==> src/rtl/phy_regbank_pkg.sv <==
// Package: shared widths and the read-select type for the PHY control bank.
// Assumes a 32-bit bus whose upper half is the write mask for the lower half.
package phy_regbank_pkg;
    localparam int DATA_W = 32;
    localparam int HALF_W = DATA_W / 2;

    typedef enum logic [1:0] {
        SEL_NONE = 2'd0,
        SEL_LANE = 2'd1,
        SEL_CFG  = 2'd2,
        SEL_STAT = 2'd3
    } regsel_e;
endpackage

==> src/rtl/bitmask_reg.sv <==
// Module: bitmask_reg
// A W-bit register in which each bit is loaded on its own enable.
// On a write, bit i takes din[i] only when mask[i] is set.
// Assumes a synchronous active-low reset that loads RST_VAL.
module bitmask_reg #(
    parameter int W = 16,
    parameter logic [W-1:0] RST_VAL = '0
) (
    input  logic         clk,
    input  logic         rst_n,
    input  logic         wr_en,
    input  logic [W-1:0] din,
    input  logic [W-1:0] mask,
    output logic [W-1:0] q
);
    for (genvar i = 0; i < W; i++) begin : g_bit
        // Per-bit storage: load on write when this bit's mask is set
        always_ff @(posedge clk) begin
            if (!rst_n)
                q[i] <= RST_VAL[i];
            else if (wr_en && mask[i])
                q[i] <= din[i];
        end
    end
endmodule

==> src/rtl/regbank_decode.sv <==
// Module: regbank_decode
// Maps a byte offset to one of the bank's registers, or to none.
// Assumes the three offsets are distinct.
module regbank_decode
    import phy_regbank_pkg::*;
#(
    parameter int ADDR_W = 16,
    parameter logic [ADDR_W-1:0] LANE_OFS = 16'hE214,
    parameter logic [ADDR_W-1:0] CFG_OFS  = 16'hE220,
    parameter logic [ADDR_W-1:0] STAT_OFS = 16'hE2A4
) (
    input  logic [ADDR_W-1:0] addr,
    output regsel_e           sel
);
    // Offset compare: exact match selects a register
    always_comb begin
        if (addr == LANE_OFS)
            sel = SEL_LANE;
        else if (addr == CFG_OFS)
            sel = SEL_CFG;
        else if (addr == STAT_OFS)
            sel = SEL_STAT;
        else
            sel = SEL_NONE;
    end
endmodule

==> src/rtl/regbank_rdport.sv <==
// Module: regbank_rdport
// Registered read port. It answers every read one cycle later with a valid
// strobe. The upper half is always zero, and unmapped offsets give zero.
// Assumes the status word is already formatted by the caller.
module regbank_rdport
    import phy_regbank_pkg::*;
(
    input  logic              clk,
    input  logic              rst_n,
    input  logic              rd_en,
    input  regsel_e           sel,
    input  logic [HALF_W-1:0] lane_q,
    input  logic [HALF_W-1:0] cfg_q,
    input  logic [HALF_W-1:0] stat_w,
    output logic [DATA_W-1:0] rdata,
    output logic              rvalid
);
    logic [HALF_W-1:0] mux_lo;

    // Source select for the low half of the response
    always_comb begin
        unique case (sel)
            SEL_LANE: mux_lo = lane_q;
            SEL_CFG:  mux_lo = cfg_q;
            SEL_STAT: mux_lo = stat_w;
            default:  mux_lo = '0;
        endcase
    end

    // Response register: capture data and raise valid for one cycle
    always_ff @(posedge clk) begin
        if (!rst_n) begin
            rdata  <= '0;
            rvalid <= 1'b0;
        end else begin
            rvalid <= rd_en;
            if (rd_en)
                rdata <= {{(DATA_W-HALF_W){1'b0}}, mux_lo};
        end
    end
endmodule

==> src/rtl/phy_ctrl_regbank.sv <==
// Module: phy_ctrl_regbank
// A control bank for a multi-lane PHY: a lane idle register, a configuration
// port register and a read-only status word, all behind bit-masked writes.
// Assumes single-cycle requests and no same-cycle read and write of one offset.
module phy_ctrl_regbank
    import phy_regbank_pkg::*;
#(
    parameter int ADDR_W     = 16,
    parameter int NUM_LANES  = 4,
    parameter int LANE_LSB   = 3,
    parameter int CFG_ADDR_W = 6,
    parameter int CFG_DATA_W = 4,
    parameter int STAT_LSB   = 8,
    parameter logic [ADDR_W-1:0] LANE_OFS = 16'hE214,
    parameter logic [ADDR_W-1:0] CFG_OFS  = 16'hE220,
    parameter logic [ADDR_W-1:0] STAT_OFS = 16'hE2A4
) (
    input  logic                  clk,
    input  logic                  rst_n,
    input  logic                  bus_wr,
    input  logic                  bus_rd,
    input  logic [ADDR_W-1:0]     bus_addr,
    input  logic [DATA_W-1:0]     bus_wdata,
    output logic [DATA_W-1:0]     bus_rdata,
    output logic                  bus_rvalid,
    input  logic [CFG_DATA_W-1:0] phy_cfg_rdata,
    output logic [NUM_LANES-1:0]  lane_idle,
    output logic                  cfg_strobe,
    output logic [CFG_ADDR_W-1:0] cfg_addr,
    output logic [CFG_DATA_W-1:0] cfg_wdata
);
    localparam int LANE_MSB  = LANE_LSB + NUM_LANES - 1;
    localparam int CADDR_LSB = 1;
    localparam int CADDR_MSB = CADDR_LSB + CFG_ADDR_W - 1;
    localparam int CDATA_LSB = CADDR_MSB + 1;
    localparam int CDATA_MSB = CDATA_LSB + CFG_DATA_W - 1;
    localparam logic [HALF_W-1:0] LANE_RST =
        HALF_W'(((1 << NUM_LANES) - 1) << LANE_LSB);

    regsel_e           sel;
    logic [HALF_W-1:0] lane_q;
    logic [HALF_W-1:0] cfg_q;
    logic [HALF_W-1:0] stat_w;
    logic [HALF_W-1:0] wr_mask;
    logic [HALF_W-1:0] wr_val;

    assign wr_mask = bus_wdata[DATA_W-1:HALF_W];
    assign wr_val  = bus_wdata[HALF_W-1:0];

    regbank_decode #(
        .ADDR_W  (ADDR_W),
        .LANE_OFS(LANE_OFS),
        .CFG_OFS (CFG_OFS),
        .STAT_OFS(STAT_OFS)
    ) u_dec (
        .addr(bus_addr),
        .sel (sel)
    );

    bitmask_reg #(.W(HALF_W), .RST_VAL(LANE_RST)) u_lane (
        .clk  (clk),
        .rst_n(rst_n),
        .wr_en(bus_wr && (sel == SEL_LANE)),
        .din  (wr_val),
        .mask (wr_mask),
        .q    (lane_q)
    );

    bitmask_reg #(.W(HALF_W), .RST_VAL('0)) u_cfg (
        .clk  (clk),
        .rst_n(rst_n),
        .wr_en(bus_wr && (sel == SEL_CFG)),
        .din  (wr_val),
        .mask (wr_mask),
        .q    (cfg_q)
    );

    // Status formatting: PHY readback nibble placed at its field
    always_comb begin
        stat_w = HALF_W'(phy_cfg_rdata) << STAT_LSB;
    end

    regbank_rdport u_rd (
        .clk   (clk),
        .rst_n (rst_n),
        .rd_en (bus_rd),
        .sel   (sel),
        .lane_q(lane_q),
        .cfg_q (cfg_q),
        .stat_w(stat_w),
        .rdata (bus_rdata),
        .rvalid(bus_rvalid)
    );

    // Field breakout: drive PHY-side controls from stored bits
    always_comb begin
        lane_idle  = lane_q[LANE_MSB:LANE_LSB];
        cfg_strobe = cfg_q[0];
        cfg_addr   = cfg_q[CADDR_MSB:CADDR_LSB];
        cfg_wdata  = cfg_q[CDATA_MSB:CDATA_LSB];
    end
endmodule

==> config.mk <==
export PLATFORM = sky130hd
export DESIGN_NAME = phy_ctrl_regbank
export DESIGN_NICKNAME = d
export VERILOG_FILES = /design/src/rtl/phy_regbank_pkg.sv /design/src/rtl/bitmask_reg.sv /design/src/rtl/regbank_decode.sv /design/src/rtl/regbank_rdport.sv /design/src/rtl/phy_ctrl_regbank.sv
export SDC_FILE = /design/constraint.sdc
export NUM_CORES = 1
export LEC_CHECK = 0
export ABC_AREA = 0
export BUFFER_PORTS_ARGS = -buffer_cell sky130_fd_sc_hd__buf_2
export CORE_AREA = 10 10 106 118
export DETAILED_ROUTE_END_ITERATION = 10
export DIE_AREA = 0 0 116 128
export HOLD_SLACK_MARGIN = 0.12
export PLACE_DENSITY = 0.56
export SYNTH_ARGS = -nofsm -noshare
export SYNTH_HDL_FRONTEND = slang
export SYNTH_SLANG_ARGS = --single-unit
==> constraint.sdc <==
create_clock -name clk -period 4.7 [get_ports clk]
set_clock_uncertainty 0.15 [all_clocks]
set_input_delay 1.41 -clock clk [delete_from_list [all_inputs] [get_ports clk]]
set_output_delay 1.41 -clock clk [all_outputs]
set_load 0.05 [all_outputs]
==> impl_results.md <==
* Status: finished, final reports clean
* Max frequency at 0.278 GHz
* Cell Pwr Density at about 320 nW/µm²
* Initial antenna violation count at 0
* Max VDD drop at 0.151 mV
* Clock root buffer: clkbuf_16
* Largest net degree at the start of global routing at about 50
* Total power at around 970 µW
* Ys flop type: dfxtp_1
* Hold Path Depth at 2
* Initial Utilization at about a quarter
* CTS tree: done
* Met2 global-route usage at 18.1%
* RSZ-0062 raised after global routing: false
* Port buffer count at 87
* Drt first pass iters at 5
* Setup TNS at 0 ns
* Layout Nets at 402
* Clock network latency to the later pin of the worst-skew pair at roughly 0.28 ns
* Filler cells at 1,127
* Fin. max-slew vios at 0
* Syn Area/Cell at 8.67 µm²
* WS Path Type: in -> reg
* Share of layout cells above drive strength 1 at 30.3%
* GRT Total Usage at 10.3%
* First-pass GRT wire length at 12.5 mm
* WP data required at 4.71 ns
* DPL Wire Length at 5.90 mm
* Post-synthesis sequential area ratio at 39.7%
* Post-synthesis cell count at 285
* Largest cells by area after synthesis: dfxtp_1, buf_4, nand4_1
* Die W at 116 µm
* Post-synth EDFFs at 0
* Area leader, netlist: dfxtp_1
* Clock Path Buffers at 2
* Via density at roughly 5
* WP data arrival at ~3.6 ns
* Die Area at approximately 15,000 µm²
* Startpoint types: input port
* Post-CTS Setup Bufs at 0
* Max Cap Viol at 0
* Critical Path Sink Type: register
* Layer with the highest usage: met2
* Synth Register Bits at 49
* Drc violations at 0
* Final period util at between 70% and 80%
* Vias at 2,357
* Num Clock Sinks at 49
* Mapped cell area at 2470 µm²
* Clock transition at path regs at 0.07 ns
* Slew HR at between 40% and 50%
* Final setup violation count at 0
* Storage cell area at between 900 and 1000 µm²
* Met1 GRT Util at 11.7%
* Yosys warning total at 0
* GR Overflow Total at 0
* Layout area overhead at 20.9%
* # resized after CTS at 0
* Post-synth ARST share at 0%
* R2R depth at 2
* DR WL/cell at 17.1 µm
* Fin crit period at 3.60 ns
* Area share of the largest cell type after synthesis at 39.7%
* Worst Max-Slew Pin Slew at between 0.8 and 0.9 ns
* WL final at 8.04 mm
* Netlist cell types at 30
* Crit path max fanout at 16
* Met3 usage in global routing at 3.46%
* Ant diodes at 0
* Number of global-route vias before repair at 2,448
* Row count at 39
* Final hold slack at 0.317 ns
* Worst min-delay path class: reg -> reg
* CTS H-Tree Depth at 2
* Post-DRT Antenna Nets at 0
* Hold_buf cts at 0
* Static Leak at 1.16 nW
* Die height at 128 µm
* Core area at 10,100 µm²
* Multi-input gate area at 1200 µm²
* Total CTS buffers at 5
* Ports at between 100 and 150
* Iter 0 DRT Violations at around 140
* Final Hold Viols at 0
* GP Congestion at roughly 0.73
[path summary, 6_finish.rpt]
check | slack, ns | endpoint | from
worst max-delay path | 1.10 | u_cfg.q[1] | bus_addr[11]
worst min-delay path | 0.32 | u_rd.rdata[11] | u_rd.rdata[11]
worst max register to register | 3.66 | u_rd.rdata[9] | u_cfg.q[9]
worst min register to register | 0.32 | u_rd.rdata[11] | u_rd.rdata[11]
[flip-flops by register name (all words and copies together), names as in the netlist]
name and flops:
u_cfg.q 16, u_lane.q 16, u_rd.rdata 16, u_rd.rvalid 1
[cell type report]
type                       instances  share of cell area (%)
sequential                        49                    32.9
clock inverter                     3                    1.59
tap                              123                    5.16
timing repair buffer              92                    15.8
clock buffer                       5                    4.19
multi-input combinational        198                    40.4
[worst max-delay path, stage by stage]
cell      delay [ns]
buf_2           0.09
or4b_1          0.72
or4_1           0.94
o21ai_0         0.31
a21boi_0        0.12
[cells in the final DEF (no fill, tap or decap), types with 2 or more instances in the layout]
master,instances
o21ai_1,20
or4b_1,2
nand2_1,20
or4_1,2
buf_2,87
a21boi_1,16
a21oi_1,12
a222oi_1,3
buf_4,5
inv_6,2
clkbuf_16,5
a22oi_1,14
nand4_1,32
nor4_1,3
o21ai_0,28
nand3_1,4
dfxtp_1,49
nand4b_1,2
a21boi_0,13
nor4_4,2
conb_1,16
[kinds of logic after synthesis]
| logic type | Yosys count | share of synthesized area [%] |
|---|---|---|
| AO/OA/AOI/OAI | 107 | 26.8 |
| buffers and inverters | 53 | 14.4 |
| AND/OR/NAND/NOR | 75 | 18.9 |
| flip-flops | 49 | 39.7 |
| other | 1 | 0.152 |
[metrics by stage]
step / setup slack [ns] / utilization (%) / area, µm² / instances
finish: 1.10 / 29.4 / 2990 / 470
global route: 1.01 / 29.4 / 2990 / 470
CTS: 1.10 / 29.4 / 2990 / 470
detailed placement: 0.794 / 27.7 / 2810 / 462
global placement: 0.919 / 27.7 / 2810 / 462
floorplan: 1.36 / - / 2530 / 300
[cells in the mapped netlist (3+ instances only)]
cell type,n
dfxtp_1,49
buf_4,32
nand4_1,32
o21ai_0,28
nand2_1,20
o21ai_1,20
a21boi_1,16
a22oi_1,14
a21boi_0,13
a21oi_1,12
clkbuf_1,12
buf_2,5
buf_6,4
nand3_1,4
nor4_1,4
a222oi_1,3
[power breakdown]
part | total [mW] | switching, mW | internal [mW]
registers | 0.422 | 0.00214 | 0.420
clock network | 0.426 | 0.170 | 0.255
logic | 0.117 | 0.0871 | 0.0303
[routing by layer]
metal | part of all wire [%] | vias to the layer above
met4 | 0.50 | 0
met3 | 8.1 | 4
met5 | 0 | -
met1 | 43 | 1103
li1 | - | 1150
met2 | 49 | 100
(Power assumes the default switching activity.)
